<file path="src/rtl/ddr2_trk_pkg.sv">
package ddr2_trk_pkg;

  typedef enum logic [2:0] {
    CMD_MRS = 3'd0,
    CMD_REF = 3'd1,
    CMD_PRE = 3'd2,
    CMD_ACT = 3'd3,
    CMD_WR  = 3'd4,
    CMD_RD  = 3'd5,
    CMD_RSV = 3'd6,
    CMD_NOP = 3'd7
  } cmd_e;

  typedef enum logic [2:0] {
    B_IDLE    = 3'd0,
    B_ACTVING = 3'd1,
    B_ACTIVE  = 3'd2,
    B_READING = 3'd3,
    B_WRITING = 3'd4,
    B_AUTOPRE = 3'd5,
    B_PRECHG  = 3'd6
  } bank_st_e;

  typedef enum logic [2:0] {
    D_INIT    = 3'd0,
    D_IDLE    = 3'd1,
    D_REFRESH = 3'd2,
    D_SELFREF = 3'd3,
    D_PD_PRE  = 3'd4,
    D_PD_ACT  = 3'd5
  } dev_st_e;

  function automatic int tmax(input int a, input int b);
    return (a > b) ? a : b;
  endfunction

endpackage

</file>
<file path="src/rtl/trk_cmd_decode.sv">
module trk_cmd_decode
  import ddr2_trk_pkg::*;
(
  input  logic cs_ni,
  input  logic ras_ni,
  input  logic cas_ni,
  input  logic we_ni,
  output cmd_e cmd_o
);

  always_comb begin
    if (cs_ni) cmd_o = CMD_NOP;
    else       cmd_o = cmd_e'({ras_ni, cas_ni, we_ni});
  end

endmodule

</file>
<file path="src/rtl/trk_bank_fsm.sv">
module trk_bank_fsm
  import ddr2_trk_pkg::*;
#(
  parameter int T_RCD   = 3,
  parameter int T_RP    = 3,
  parameter int T_BURST = 2
) (
  input  logic     clk_i,
  input  logic     rst_ni,
  input  logic     act_i,
  input  logic     rd_i,
  input  logic     wr_i,
  input  logic     ap_i,
  input  logic     pre_i,
  output bank_st_e state_o
);

  localparam int MAXT  = tmax(tmax(T_RCD, T_RP), T_BURST);
  localparam int CNT_W = $clog2(MAXT + 1);

  bank_st_e   st_q;
  logic [CNT_W-1:0] cnt_q;

  always_ff @(posedge clk_i or negedge rst_ni) begin
    if (!rst_ni) begin
      st_q  <= B_IDLE;
      cnt_q <= '0;
    end else if (act_i) begin
      st_q  <= B_ACTVING;
      cnt_q <= CNT_W'(T_RCD - 1);
    end else if (rd_i || wr_i) begin
      st_q  <= ap_i ? B_AUTOPRE : (rd_i ? B_READING : B_WRITING);
      cnt_q <= CNT_W'(T_BURST - 1);
    end else if (pre_i) begin
      st_q  <= B_PRECHG;
      cnt_q <= CNT_W'(T_RP - 1);
    end else begin
      unique case (st_q)
        B_ACTVING, B_READING, B_WRITING: begin
          if (cnt_q == '0) st_q <= B_ACTIVE;
          else             cnt_q <= cnt_q - CNT_W'(1);
        end
        B_AUTOPRE: begin
          if (cnt_q == '0) begin
            st_q  <= B_PRECHG;
            cnt_q <= CNT_W'(T_RP - 1);
          end else begin
            cnt_q <= cnt_q - CNT_W'(1);
          end
        end
        B_PRECHG: begin
          if (cnt_q == '0) st_q <= B_IDLE;
          else             cnt_q <= cnt_q - CNT_W'(1);
        end
        default: ;
      endcase
    end
  end

  assign state_o = st_q;

  // a bank only opens from activation or a finished plain burst
  a_r4_open_source: assert property (@(posedge clk_i) disable iff (!rst_ni)
    $rose(st_q == B_ACTIVE) |->
      ($past(st_q) inside {B_ACTVING, B_READING, B_WRITING}));

  // auto-precharge always hands over to precharging
  a_r6_autopre_exit: assert property (@(posedge clk_i) disable iff (!rst_ni)
    $fell(st_q == B_AUTOPRE) |-> (st_q == B_PRECHG));

  // precharging ends only in idle
  a_r7_prechg_exit: assert property (@(posedge clk_i) disable iff (!rst_ni)
    $fell(st_q == B_PRECHG) |-> (st_q == B_IDLE));

endmodule

</file>
<file path="src/rtl/trk_dev_ctrl.sv">
module trk_dev_ctrl
  import ddr2_trk_pkg::*;
#(
  parameter int NUM_BANKS = 4,
  parameter int T_INIT    = 8,
  parameter int T_RFC     = 10,
  localparam int BA_W     = $clog2(NUM_BANKS)
) (
  input  logic                      clk_i,
  input  logic                      rst_ni,
  input  logic                      cke_i,
  input  cmd_e                      cmd_i,
  input  logic [BA_W-1:0]           ba_i,
  input  logic                      a10_i,
  input  logic [NUM_BANKS-1:0][2:0] bst_i,
  output logic [NUM_BANKS-1:0]      act_o,
  output logic [NUM_BANKS-1:0]      rd_o,
  output logic [NUM_BANKS-1:0]      wr_o,
  output logic [NUM_BANKS-1:0]      pre_o,
  output logic                      ap_o,
  output dev_st_e                   dev_o,
  output logic                      illegal_o,
  output logic                      mode_load_o,
  output logic [BA_W-1:0]           mode_sel_o,
  output cmd_e                      cmd_o
);

  localparam int CNT_W = $clog2(tmax(T_INIT, T_RFC) + 1);

  dev_st_e          dev_q, dev_d;
  logic [CNT_W-1:0] cnt_q, cnt_d;
  logic             ill_d, mload_d;
  logic             all_idle, none_trans, any_active, pall_ok;
  logic [2:0]       tgt;

  always_comb begin
    all_idle   = 1'b1;
    none_trans = 1'b1;
    any_active = 1'b0;
    pall_ok    = 1'b1;
    for (int b = 0; b < NUM_BANKS; b++) begin
      if (bst_i[b] != B_IDLE) all_idle = 1'b0;
      if (bst_i[b] == B_ACTIVE) any_active = 1'b1;
      if (!(bst_i[b] inside {B_IDLE, B_ACTIVE})) none_trans = 1'b0;
      if (!(bst_i[b] inside {B_IDLE, B_ACTIVE, B_PRECHG})) pall_ok = 1'b0;
    end
  end

  assign tgt  = bst_i[ba_i];
  assign ap_o = a10_i;

  always_comb begin
    dev_d   = dev_q;
    cnt_d   = cnt_q;
    ill_d   = 1'b0;
    mload_d = 1'b0;
    act_o   = '0;
    rd_o    = '0;
    wr_o    = '0;
    pre_o   = '0;
    unique case (dev_q)
      D_INIT, D_REFRESH: begin
        ill_d = (cmd_i != CMD_NOP);
        if (cnt_q == '0) dev_d = D_IDLE;
        else             cnt_d = cnt_q - CNT_W'(1);
      end
      D_SELFREF, D_PD_PRE, D_PD_ACT: begin
        if (cke_i) dev_d = D_IDLE;
      end
      D_IDLE: begin
        if (!cke_i) begin
          if (cmd_i == CMD_REF) begin
            if (all_idle) dev_d = D_SELFREF;
            else          ill_d = 1'b1;
          end else if (cmd_i != CMD_NOP) begin
            ill_d = 1'b1;
          end else if (all_idle) begin
            dev_d = D_PD_PRE;
          end else if (none_trans && any_active) begin
            dev_d = D_PD_ACT;
          end else begin
            ill_d = 1'b1;
          end
        end else begin
          unique case (cmd_i)
            CMD_MRS: begin
              if (all_idle) mload_d = 1'b1;
              else          ill_d   = 1'b1;
            end
            CMD_REF: begin
              if (all_idle) begin
                dev_d = D_REFRESH;
                cnt_d = CNT_W'(T_RFC - 1);
              end else begin
                ill_d = 1'b1;
              end
            end
            CMD_PRE: begin
              if (a10_i) begin
                if (pall_ok) begin
                  for (int b = 0; b < NUM_BANKS; b++)
                    pre_o[b] = (bst_i[b] == B_ACTIVE);
                end else begin
                  ill_d = 1'b1;
                end
              end else if (tgt == B_ACTIVE) begin
                pre_o[ba_i] = 1'b1;
              end else if (!(tgt inside {B_IDLE, B_PRECHG})) begin
                ill_d = 1'b1;
              end
            end
            CMD_ACT: begin
              if (tgt == B_IDLE) act_o[ba_i] = 1'b1;
              else               ill_d = 1'b1;
            end
            CMD_RD, CMD_WR: begin
              if (tgt inside {B_ACTIVE, B_READING, B_WRITING}) begin
                if (cmd_i == CMD_RD) rd_o[ba_i] = 1'b1;
                else                 wr_o[ba_i] = 1'b1;
              end else begin
                ill_d = 1'b1;
              end
            end
            CMD_RSV: ill_d = 1'b1;
            default: ;
          endcase
        end
      end
      default: dev_d = D_INIT;
    endcase
  end

  always_ff @(posedge clk_i or negedge rst_ni) begin
    if (!rst_ni) begin
      dev_q       <= D_INIT;
      cnt_q       <= CNT_W'(T_INIT - 1);
      illegal_o   <= 1'b0;
      mode_load_o <= 1'b0;
      mode_sel_o  <= '0;
      cmd_o       <= CMD_NOP;
    end else begin
      dev_q       <= dev_d;
      cnt_q       <= cnt_d;
      illegal_o   <= ill_d;
      mode_load_o <= mload_d;
      if (mload_d) mode_sel_o <= ba_i;
      cmd_o       <= cmd_i;
    end
  end

  assign dev_o = dev_q;

  // self refresh and precharge power-down only with every bank idle
  a_r9_selfref_idle: assert property (@(posedge clk_i) disable iff (!rst_ni)
    (dev_q inside {D_SELFREF, D_PD_PRE}) |-> all_idle);

  // active power-down holds open rows and no timed bank activity
  a_r9_pdact_open: assert property (@(posedge clk_i) disable iff (!rst_ni)
    (dev_q == D_PD_ACT) |-> (any_active && none_trans));

  // refresh runs with all banks precharged
  a_r8_refresh_idle: assert property (@(posedge clk_i) disable iff (!rst_ni)
    (dev_q == D_REFRESH) |-> all_idle);

  // a mode load is only reported with all banks idle
  a_r8_mload_idle: assert property (@(posedge clk_i) disable iff (!rst_ni)
    mode_load_o |-> all_idle);

  // at most one bank receives a command per edge
  a_r10_single_bank: assert property (@(posedge clk_i) disable iff (!rst_ni)
    $onehot0(act_o | rd_o | wr_o) && (((act_o | rd_o | wr_o) & pre_o) == '0));

endmodule

</file>
<file path="src/rtl/ddr2_cmd_tracker.sv">
module ddr2_cmd_tracker
  import ddr2_trk_pkg::*;
#(
  parameter int NUM_BANKS = 4,
  parameter int T_INIT    = 8,
  parameter int T_RCD     = 3,
  parameter int T_RP      = 3,
  parameter int T_RFC     = 10,
  parameter int T_BURST   = 2,
  localparam int BA_W     = $clog2(NUM_BANKS)
) (
  input  logic                   clk_i,
  input  logic                   rst_ni,
  input  logic                   cke_i,
  input  logic                   cs_ni,
  input  logic                   ras_ni,
  input  logic                   cas_ni,
  input  logic                   we_ni,
  input  logic [BA_W-1:0]        ba_i,
  input  logic                   a10_i,
  output logic [2:0]             cmd_o,
  output logic                   illegal_o,
  output logic [2:0]             dev_state_o,
  output logic [NUM_BANKS*3-1:0] bank_state_o,
  output logic                   mode_load_o,
  output logic [BA_W-1:0]        mode_sel_o
);

  cmd_e                      cmd_now, cmd_q;
  dev_st_e                   dev;
  logic [NUM_BANKS-1:0][2:0] bst;
  logic [NUM_BANKS-1:0]      act, rd, wr, pre;
  logic                      ap;

  trk_cmd_decode u_dec (
    .cs_ni  (cs_ni),
    .ras_ni (ras_ni),
    .cas_ni (cas_ni),
    .we_ni  (we_ni),
    .cmd_o  (cmd_now)
  );

  trk_dev_ctrl #(
    .NUM_BANKS (NUM_BANKS),
    .T_INIT    (T_INIT),
    .T_RFC     (T_RFC)
  ) u_dev (
    .clk_i       (clk_i),
    .rst_ni      (rst_ni),
    .cke_i       (cke_i),
    .cmd_i       (cmd_now),
    .ba_i        (ba_i),
    .a10_i       (a10_i),
    .bst_i       (bst),
    .act_o       (act),
    .rd_o        (rd),
    .wr_o        (wr),
    .pre_o       (pre),
    .ap_o        (ap),
    .dev_o       (dev),
    .illegal_o   (illegal_o),
    .mode_load_o (mode_load_o),
    .mode_sel_o  (mode_sel_o),
    .cmd_o       (cmd_q)
  );

  for (genvar b = 0; b < NUM_BANKS; b++) begin : g_bank
    bank_st_e st;
    trk_bank_fsm #(
      .T_RCD   (T_RCD),
      .T_RP    (T_RP),
      .T_BURST (T_BURST)
    ) u_bank (
      .clk_i   (clk_i),
      .rst_ni  (rst_ni),
      .act_i   (act[b]),
      .rd_i    (rd[b]),
      .wr_i    (wr[b]),
      .ap_i    (ap),
      .pre_i   (pre[b]),
      .state_o (st)
    );
    assign bst[b]                = st;
    assign bank_state_o[b*3 +: 3] = st;
  end

  assign cmd_o       = cmd_q;
  assign dev_state_o = dev;

endmodule

</file>
<file path="config.mk">
export PLATFORM = sky130hd
export DESIGN_NAME = ddr2_cmd_tracker
export DESIGN_NICKNAME = d
export VERILOG_FILES = /design/src/rtl/ddr2_trk_pkg.sv /design/src/rtl/trk_cmd_decode.sv /design/src/rtl/trk_bank_fsm.sv /design/src/rtl/trk_dev_ctrl.sv /design/src/rtl/ddr2_cmd_tracker.sv
export SDC_FILE = /design/constraint.sdc
export NUM_CORES = 1
export LEC_CHECK = 0
export BUFFER_PORTS_ARGS = -buffer_cell sky130_fd_sc_hd__buf_2
export CORE_ASPECT_RATIO = 0.9
export CORE_MARGIN = 2
export CORE_UTILIZATION = 28
export CTS_CLUSTER_DIAMETER = 100
export DETAILED_ROUTE_END_ITERATION = 7
export PLACE_DENSITY = 0.5
export RECOVER_POWER = 50
export SLEW_MARGIN = 20
export SYNTH_ARGS = -nofsm -noshare
export SYNTH_HDL_FRONTEND = slang
export SYNTH_SLANG_ARGS = --single-unit
</file>
<file path="constraint.sdc">
create_clock -name clk_i -period 2.75 [get_ports clk_i]
set_clock_uncertainty 0.05 [all_clocks]
set_input_delay 0.4125 -clock clk_i [delete_from_list [all_inputs] [get_ports clk_i]]
set_output_delay 0.4125 -clock clk_i [all_outputs]
set_load 0.05 [all_outputs]
</file>
==> results.json, run 1 <==
{
  "yosys_most_used_dff": "dfrtp_1",
  "drv_cap": 1,
  "post-dp-hpwl_mm": 5.619,
  "synth-seq-area-share_pct": 32.22,
  "tritoncts": "done",
  "area_growth_pct": 19.26,
  "tightest_slew_ns": 1.916,
  "max_freq_ghz": 0.3906,
  "setup_viol_count_final": 0,
  "cp_max_fo": 9,
  "r2r_start": "g_bank[1].u_bank.state_o[0]",
  "outcome": "finished, violations left",
  "final_cell_mix": "28 x dfrtp_1, 25 x buf_4, 22 x inv_1",
  "avgSynthCellArea_um2": 8.705,
  "p_per_area_nw_per_um2": 1058,
  "initial_utilization_pct": 29.06,
  "fp.dieW_um": 106.8,
  "hold_viol_final": 0,
  "end_kind": "flop",
  "grt_start_max_net_pins": 35,
  "pwr-share-clk_pct": 11.9,
  "synth-async-reset-ratio_pct": 100.0,
  "combPwrFrac_pct": 62.3,
  "vias_per_cell": 5.238,
  "synth_nets": 325,
  "netlist_area_um2": 2664,
  "cts_max_path_buffers": 2,
  "utilization_pct": 34.66,
  "drt_wl_total_mm": 7.420,
  "drt_iter0_drc": 152,
  "vdd_drop_max_mv": 0.3793,
  "failed_checks": "max-capacitance violations, max-slew violations",
  "grt_overflow": 0,
  "rsz0062_at_grt": "no",
  "die-area_um2": 10310,
  "hold_buffers": 0,
  "layout.cells.non_filler": 475,
  "grt_antenna_before_repair": 0,
  "die_h_um": 96.53,
  "core_area_um2": 9166,
  "p_leak_nw": 1.417,
  "root_buffer": "clkbuf_8",
  "nets": 371,
  "vias": 2488,
  "critPathRequiredTime_ns": 2.89,
  "cp-startpoint": "g_bank[1].u_bank.state_o[0]",
  "htreeDepth": 2,
  "synth_edf_count": 0,
  "synth_cells": 306,
  "clock_latency_ns": 0.30,
  "p_sw_share_pct": 48.68,
  "drive_above_1_share_pct": 22.95,
  "power_mw": 3.360,
  "dp.cells": 467,
  "ys_warn_count": 0,
  "p_sw_mw": 1.636,
  "fin_setup_tns_ns": 0,
  "drcViolationCount": 0,
  "antennaDiodeCount": 0,
  "multi_input_area_um2": 1658,
  "post_drt_wl_per_cell_um": 15.62,
  "crit_type": "reg2reg",
  "nFillCells": 975,
  "ioPinCount": 32,
  "seqPwrFrac_pct": 25.8,
  "crit_arrival_ns": 2.70,
  "synth.distinct_cells": 67,
  "cts_sinks": 34,
  "maxSlewHeadroom_pct": -27.76,
  "place_congestion": 0.8816,
  "ys_ff_latch": 34,
  "internal-power_mw": 1.724,
  "hold_start": "ras_ni",
  "seqCellArea_um2": 858.3,
  "fp-row-count": 33,
  "clk_pin_slew_ns": 0.08,
  "start_kind": "flop",
  "grt_pass1_vias": 2366,
  "min_path_type": "in2reg",
  "slew_viol_final": 35,
  "grt_pass1_wl_mm": 12.14,
  "firstDrtPassIters": 5,
  "grt_use_total_pct": 14.84,
  "cts_buffers": 5,
  "drtAntennaViolNets": 0,
  "min_period_ns": 2.560,
  "port_buffers": 31,
  "final_common_cell": "dfrtp_1",
  "fin_crit_sh_pct": 93.10
}
## cells in the mapped netlist, types with 6 or more instances
library cell	number	share of area, %
nand3_1	9	1.7
mux2i_1	6	2.3
inv_1	22	3.1
xnor2_1	6	2.0
a31oi_1	10	2.3
nor3_1	15	2.8
nand2b_1	9	2.1
clkbuf_1	16	2.3
ha_1	9	4.2
dfstp_2	6	5.9
a21oi_1	16	3.0
nand2_1	15	2.1
dfrtp_1	28	26
nor2_1	14	2.0
mux2_2	7	3.0
o21ai_0	19	3.6
nor2b_1	6	1.4
## what timing repair did
action                                  4_1_cts  5_1_grt
endpoints found under the hold margin         0        0
buffers inserted                              0        0
resized for setup                             0        1
endpoints found under the setup margin        0        1
## metal layers
layer / global-route usage, % / up-vias / share of wire [%]
met5: 0 / - / 0
met1: 20.53 / 1198 / 48
li1: - / 1227 / -
met2: 23.46 / 54 / 46
met4: 4.437 / 0 / 1.1
met3: 3.085 / 9 / 4.4
## per-stage QoR
stage          hold slack [ns]  area (um^2)  worst slack [ns]
2_1_floorplan          0.06691         2664           0.02457
3_3_place_gp            0.4367         3090           0.09413
3_5_place_dp            0.4429         3090           0.03632
4_1_cts                 0.1952         3182            0.2081
5_1_grt                 0.4264         3177           0.01743
6_report                0.4053         3177            0.1898
## registers in the layout (all words and copies together), names as in the netlist
| signal | cells |
|---|---|
| g_bank.u_bank.cnt_q | 8 |
| g_bank.u_bank.state_o | 12 |
| u_dev.cmd_o | 3 |
| u_dev.cnt_q | 4 |
| u_dev.dev_o | 3 |
| u_dev.illegal_o | 1 |
| u_dev.mode_load_o | 1 |
| u_dev.mode_sel_o | 2 |
## area by class of cell
type | instances | share of cell area [%]
clock buffers | 7 | 2.718
clock inverters | 1 | 0.1575
inverters | 22 | 2.599
multi-input cells | 232 | 52.19
flip-flops and latches | 34 | 27.02
well taps | 122 | 4.805
repair buffers | 57 | 10.52
## power by group through the flow
stage	registers (mW)	clock network (mW)	logic, mW
after floorplan	1.16	0	1.22
after global placement	0.876	0	2.06
after detailed placement	0.874	0	2.09
after CTS	0.867	0.402	2.10
after global routing	0.897	0.421	2.32
final	0.867	0.398	2.09
## logic make-up (layout without fill, tap and decap cells)
family	after synthesis	count (layout)	share of synthesized area (%)
muxes	16	16	7.750
xor gates and xnor gates	6	6	1.973
AOI/OAI and AO/OA	84	84	21.75
adders and majority gates	11	11	4.979
buffers and inverters	40	87	5.965
and+or+nand+nor	115	115	25.36
DFF	34	34	32.22
## worst paths after layout
path,slack (ns),cells after the start,to
worst min register to register,0.46,1,u_dev.mode_sel_o[0]
worst max register to register,0.19,6,g_bank[1].u_bank.state_o[1]
worst max-delay path,0.19,6,g_bank[1].u_bank.state_o[1]
min in group asynchronous,0.60,1,g_bank[0].u_bank.state_o[1]
max in group asynchronous,0.95,1,g_bank[0].u_bank.cnt_q[1]
worst min-delay path,0.41,2,u_dev.cmd_o[2]
## worst max-delay path: stages, from the launching register on
cell and delay [ns]:
dfrtp_1 0.49, mux4_2 0.56, or3b_4 0.44, a21o_1 0.25, nand3_2 0.15, a211o_1 0.18, mux2_2 0.34
No activity file was read; power rests on OpenSTA's default activity.
==> inputs of run 2 (changes only) <==
--- a/config.mk
+++ b/config.mk
@@ -8,10 +8,10 @@
 export BUFFER_PORTS_ARGS = -buffer_cell sky130_fd_sc_hd__buf_2
 export CORE_ASPECT_RATIO = 0.9
 export CORE_MARGIN = 2
-export CORE_UTILIZATION = 28
+export CORE_UTILIZATION = 38
 export CTS_CLUSTER_DIAMETER = 100
 export DETAILED_ROUTE_END_ITERATION = 7
-export PLACE_DENSITY = 0.5
+export PLACE_DENSITY = 0.62
 export RECOVER_POWER = 50
 export SLEW_MARGIN = 20
 export SYNTH_ARGS = -nofsm -noshare
==> results.json, run 2 (synthesis results as in run 1) <==
{
  "drtAntennaViolNets": 0,
  "vias_per_cell": 5.852,
  "nFillCells": 660,
  "min_path_type": "in2reg",
  "antennaDiodeCount": 0,
  "vdd_drop_max_mv": 0.3540,
  "hold_buffers": 0,
  "grt_antenna_before_repair": 0,
  "vias": 2563,
  "initial_utilization_pct": 39.81,
  "drt_wl_total_mm": 6.797,
  "end_kind": "flop",
  "hold_end": "u_dev.cmd_o[1]",
  "htreeDepth": 2,
  "rr_worst_depth": 6,
  "port_buffers": 31,
  "p_leak_nw": 1.393,
  "failed_checks": "max-capacitance violations, max-slew violations",
  "drv_cap": 1,
  "clk_pin_slew_ns": 0.07,
  "nets": 366,
  "grt_pass1_vias": 2338,
  "hold_start": "cas_ni",
  "postLayoutSetupSlackWorst_ns": 0.1919,
  "cts_buffers": 5,
  "area_growth_pct": 16.44,
  "ioPinCount": 32,
  "drcViolationCount": 0,
  "grt_start_max_net_pins": 35,
  "cts_setup_buffers": 0,
  "setup_viol_count_final": 0,
  "place_congestion": 0.8791,
  "crit_type": "reg2reg",
  "drt_iter0_drc": 228,
  "maxSlewHeadroom_pct": -25.80,
  "start_kind": "flop",
  "max_freq_ghz": 0.3909,
  "p_per_area_nw_per_um2": 1060,
  "post_drt_wl_per_cell_um": 15.52,
  "rr_endpoint": "g_bank[1].u_bank.state_o[1]",
  "slew_viol_final": 35,
  "firstDrtPassIters": 5,
  "cp_max_fo": 9,
  "tightest_slew_ns": 1.887,
  "rsz0062_at_grt": "no",
  "die_h_um": 83.43,
  "cts_max_path_buffers": 2,
  "cts_sinks": 34,
  "whs_path_depth": 2,
  "hold_viol_final": 0,
  "post-place-ws_ns": 0.05235,
  "final_common_cell": "dfrtp_1",
  "grt_overflow": 0,
  "grt_use_total_pct": 17.80,
  "core_area_um2": 6691,
  "cp-startpoint": "g_bank[1].u_bank.state_o[0]",
  "r2r_start": "g_bank[1].u_bank.state_o[0]",
  "fp-row-count": 28,
  "outcome": "finished, violations left",
  "min_period_ns": 2.558,
  "tritoncts": "done",
  "fin_crit_sh_pct": 93.02,
  "final_cell_mix": "28 x dfrtp_1, 22 x inv_1, 21 x buf_2, 21 x buf_4, 19 x o21ai_0",
  "grt_pass1_wl_mm": 11.15,
  "fin_setup_tns_ns": 0,
  "rrSetupSlack_ns": 0.19,
  "clock_latency_ns": 0.29,
  "drive_above_1_share_pct": 22.70,
  "post-dp-hpwl_mm": 5.213,
  "fp.dieW_um": 92.26,
  "critPathRequiredTime_ns": 2.87,
  "largest_reg_flops": 12,
  "crit_arrival_ns": 2.68,
  "die-area_um2": 7697,
  "root_buffer": "clkbuf_8",
  "post_cts_resized": 0
}
-- run 2: changes by cell type in the layout (fill, tap and decap cells not counted), sizes merged --
cell / change
clkbuf: -2
clkinvlp: +1
buf: -4
-- run 2: worst max-delay path by stage --
stage | to | slack, ns | cells past startpoint
final | g_bank[1].u_bank.state_o[1] | 0.19 | 6
after global routing | g_bank[0].u_bank.state_o[0] | 0.12 | 6
after CTS | g_bank[0].u_bank.state_o[0] | 0.13 | 6
after detailed placement | g_bank[1].u_bank.state_o[1] | 0.05 | 7
after global placement | g_bank[1].u_bank.state_o[1] | 0.11 | 7
after floorplan | g_bank[1].u_bank.state_o[1] | 0.02 | 7
-- run 2: layout make-up --
| type | instances | area, um^2 | share of cell area [%] |
|---|---|---|---|
| well taps | 90 | 112.6 | 3.631 |
| clock inverters | 2 | 12.51 | 0.4034 |
| clock buffers | 6 | 82.58 | 2.662 |
| flip-flops and latches | 34 | 858.3 | 27.67 |
| multi-input cells | 232 | 1653 | 53.29 |
| inverters | 22 | 82.58 | 2.662 |
| repair buffers | 52 | 300.3 | 9.681 |
-- run 2: power by group --
group | internal [mW] | switching [mW]
combinational | 0.786 | 1.24
sequential | 0.703 | 0.171
clock | 0.201 | 0.187
total | 1.69 | 1.60
-- run 2: through the flow --
stage	power, mW	cells	utilization, %	hold slack (ns)	area [um^2]
6_report	3.288	438	46.35	0.3936	3102
5_1_grt	3.560	438	46.35	0.4156	3102
4_1_cts	3.293	438	46.45	0.1730	3108
3_5_place_dp	2.888	430	45.03	0.4502	3013
3_3_place_gp	2.857	430	45.03	0.4373	3013
2_1_floorplan	2.373	306	-	0.06691	2664
-- run 2: per-layer routing --
| layer | track usage [%] | part of all wire [%] | vias up |
|---|---|---|---|
| met1 | 25.57 | 48 | 1210 |
| met2 | 27.34 | 43 | 112 |
| met5 | 0 | 0 | - |
| met3 | 3.176 | 6.1 | 21 |
| li1 | - | - | 1220 |
| met4 | 5.292 | 2.5 | 0 |
-- run 2: worst max-delay path, cell delays in order (launching register included) --
cell and delay (ns):
dfrtp_1 0.49, mux4_2 0.57, or3b_4 0.44, a21o_1 0.25, nand3_2 0.15, a211o_1 0.17
mux2_2 0.34
==> inputs of run 3 (changes only) <==
--- a/config.mk
+++ b/config.mk
@@ -5,9 +5,10 @@
 export SDC_FILE = /design/constraint.sdc
 export NUM_CORES = 1
 export LEC_CHECK = 0
+export ABC_CLOCK_PERIOD_IN_PS = 2750
 export BUFFER_PORTS_ARGS = -buffer_cell sky130_fd_sc_hd__buf_2
 export CORE_ASPECT_RATIO = 0.9
-export CORE_MARGIN = 2
+export CORE_MARGIN = 3
 export CORE_UTILIZATION = 38
 export CTS_CLUSTER_DIAMETER = 100
 export DETAILED_ROUTE_END_ITERATION = 7
==> results.json, run 3 (synthesis results as in run 1) <==
{
  "hold_buffers": 0,
  "largest_reg_flops": 12,
  "tritoncts": "done",
  "vias_per_cell": 5.843,
  "grt_overflow": 0,
  "grt_start_max_net_pins": 35,
  "slowest_stage": "mux4_2",
  "postLayoutSetupSlackWorst_ns": 0.2729,
  "post-place-ws_ns": 0.05244,
  "hold_start": "cas_ni",
  "min_period_ns": 2.477,
  "slew_viol_final": 35,
  "post-dp-hpwl_mm": 5.219,
  "drive_above_1_share_pct": 22.35,
  "core_area_um2": 6691,
  "final_area_um2": 3099,
  "cts_sinks": 34,
  "tightest_slew_ns": 1.859,
  "port_buffers": 31,
  "crit_type": "reg2reg",
  "internal-power_mw": 1.692,
  "cts_max_path_buffers": 2,
  "p_sw_mw": 1.590,
  "p_leak_nw": 1.398,
  "clock_latency_ns": 0.29,
  "drv_cap": 1,
  "grt_use_total_pct": 18.08,
  "drt_wl_total_mm": 6.885,
  "cp-startpoint": "g_bank[2].u_bank.state_o[0]",
  "drtAntennaViolNets": 0,
  "maxSlewHeadroom_pct": -23.92,
  "fin_setup_tns_ns": 0,
  "vias": 2565,
  "outcome": "finished, violations left",
  "seqPwrFrac_pct": 26.3,
  "cp_max_fo": 6,
  "post_drt_wl_per_cell_um": 15.68,
  "worstPathCellList": "mux4_2, or3b_4, a21o_1, nand3_2, a211o_1, mux2_2",
  "cts_buffers": 5,
  "max_stage_delay_ns": 0.55,
  "fp.dieW_um": 94.26,
  "grt_antenna_before_repair": 0,
  "p_per_area_nw_per_um2": 1059,
  "place_congestion": 0.9845,
  "place_area_um2": 3020,
  "grt_pass1_wl_mm": 11.58,
  "cts_setup_buffers": 0,
  "max_freq_ghz": 0.4037,
  "post_cts_resized": 0,
  "fin_crit_sh_pct": 90.08,
  "failed_checks": "max-capacitance violations, max-slew violations",
  "pwr-share-clk_pct": 11.6,
  "drt_iter0_drc": 354,
  "die-area_um2": 8052,
  "root_buffer": "clkbuf_8",
  "rsz0062_at_grt": "no",
  "crit_arrival_ns": 2.60,
  "nets": 367,
  "final_common_cell": "dfrtp_1",
  "area_growth_pct": 16.35,
  "fp-row-count": 28,
  "final_cell_mix": "28 x dfrtp_1, 22 x inv_1, 22 x buf_4",
  "firstDrtPassIters": 5,
  "antennaDiodeCount": 0,
  "critPathRequiredTime_ns": 2.88,
  "drcViolationCount": 0,
  "end_kind": "flop",
  "die_h_um": 85.43,
  "r2r_start": "g_bank[2].u_bank.state_o[0]",
  "setup_viol_count_final": 0,
  "combPwrFrac_pct": 62.2,
  "vdd_drop_max_mv": 0.3471,
  "hold_viol_final": 0,
  "htreeDepth": 2,
  "ioPinCount": 32,
  "start_kind": "flop",
  "p_sw_share_pct": 48.45,
  "initial_utilization_pct": 39.81,
  "grt_pass1_vias": 2355,
  "clk_pin_slew_ns": 0.07,
  "min_path_type": "in2reg"
}
==> run 3: changes by cell type in the layout (fill, tap and decap cells not counted) <==
cell,before,now
nor4_2,1,0
buf_4,21,22
clkbuf_1,10,11
clkinvlp_4,1,0
nor4_1,4,5
==> run 3: worst max-delay path: cells and delay by family (launching register included) <==
family | cells | cell delay [ns]
mux | 2 | 0.88
flops | 1 | 0.44
simple gates | 2 | 0.59
compound gates | 2 | 0.41
==> run 3: layer usage <==
layer  part of all wire, %  track usage [%]
met1                    47            25.91
met2                    44            27.06
met3                   7.4            3.812
met4                   2.4            6.037
met5                     0                0
==> run 3: metrics by stage <==
stage	hold WS, ns	utilization, %	power (mW)	instances
final	0.3937	46.32	3.282	439
after floorplan	0.06691	-	2.373	306
after global placement	0.4353	45.14	2.874	431
after global routing	0.4006	46.32	3.555	439
after CTS	0.1765	46.50	3.291	439
after detailed placement	0.4385	45.14	2.901	431
==> run 3: path summary, 6_finish.rpt <==
check	end	slack (ns)	cells past startpoint
setup / recovery	g_bank[1].u_bank.state_o[1]	0.27	6
hold / removal	u_dev.cmd_o[1]	0.39	2
setup reg to reg	g_bank[1].u_bank.state_o[1]	0.27	6
hold reg to reg	u_dev.mode_sel_o[0]	0.47	1
max in group asynchronous	u_dev.illegal_o	1.01	1
min in group asynchronous	g_bank[1].u_bank.cnt_q[1]	0.57	1
==> run 3: layout make-up <==
type,instances,area (um^2)
Inverter,22,82.58
Timing Repair Buffer,53,307.8
Fill cell,642,3592
Clock buffer,7,86.33
Tap cell,90,112.6
Sequential cell,34,858.3
Multi-Input combinational cell,232,1647
Clock inverter,1,5.005
==> run 3: power groups by stage <==
stage	registers, mW	clock network [mW]	logic (mW)
2_1_floorplan	1.16	0	1.22
3_3_place_gp	0.868	0	2.01
3_5_place_dp	0.867	0	2.03
4_1_cts	0.861	0.390	2.04
5_1_grt	0.892	0.413	2.25
6_report	0.862	0.380	2.04
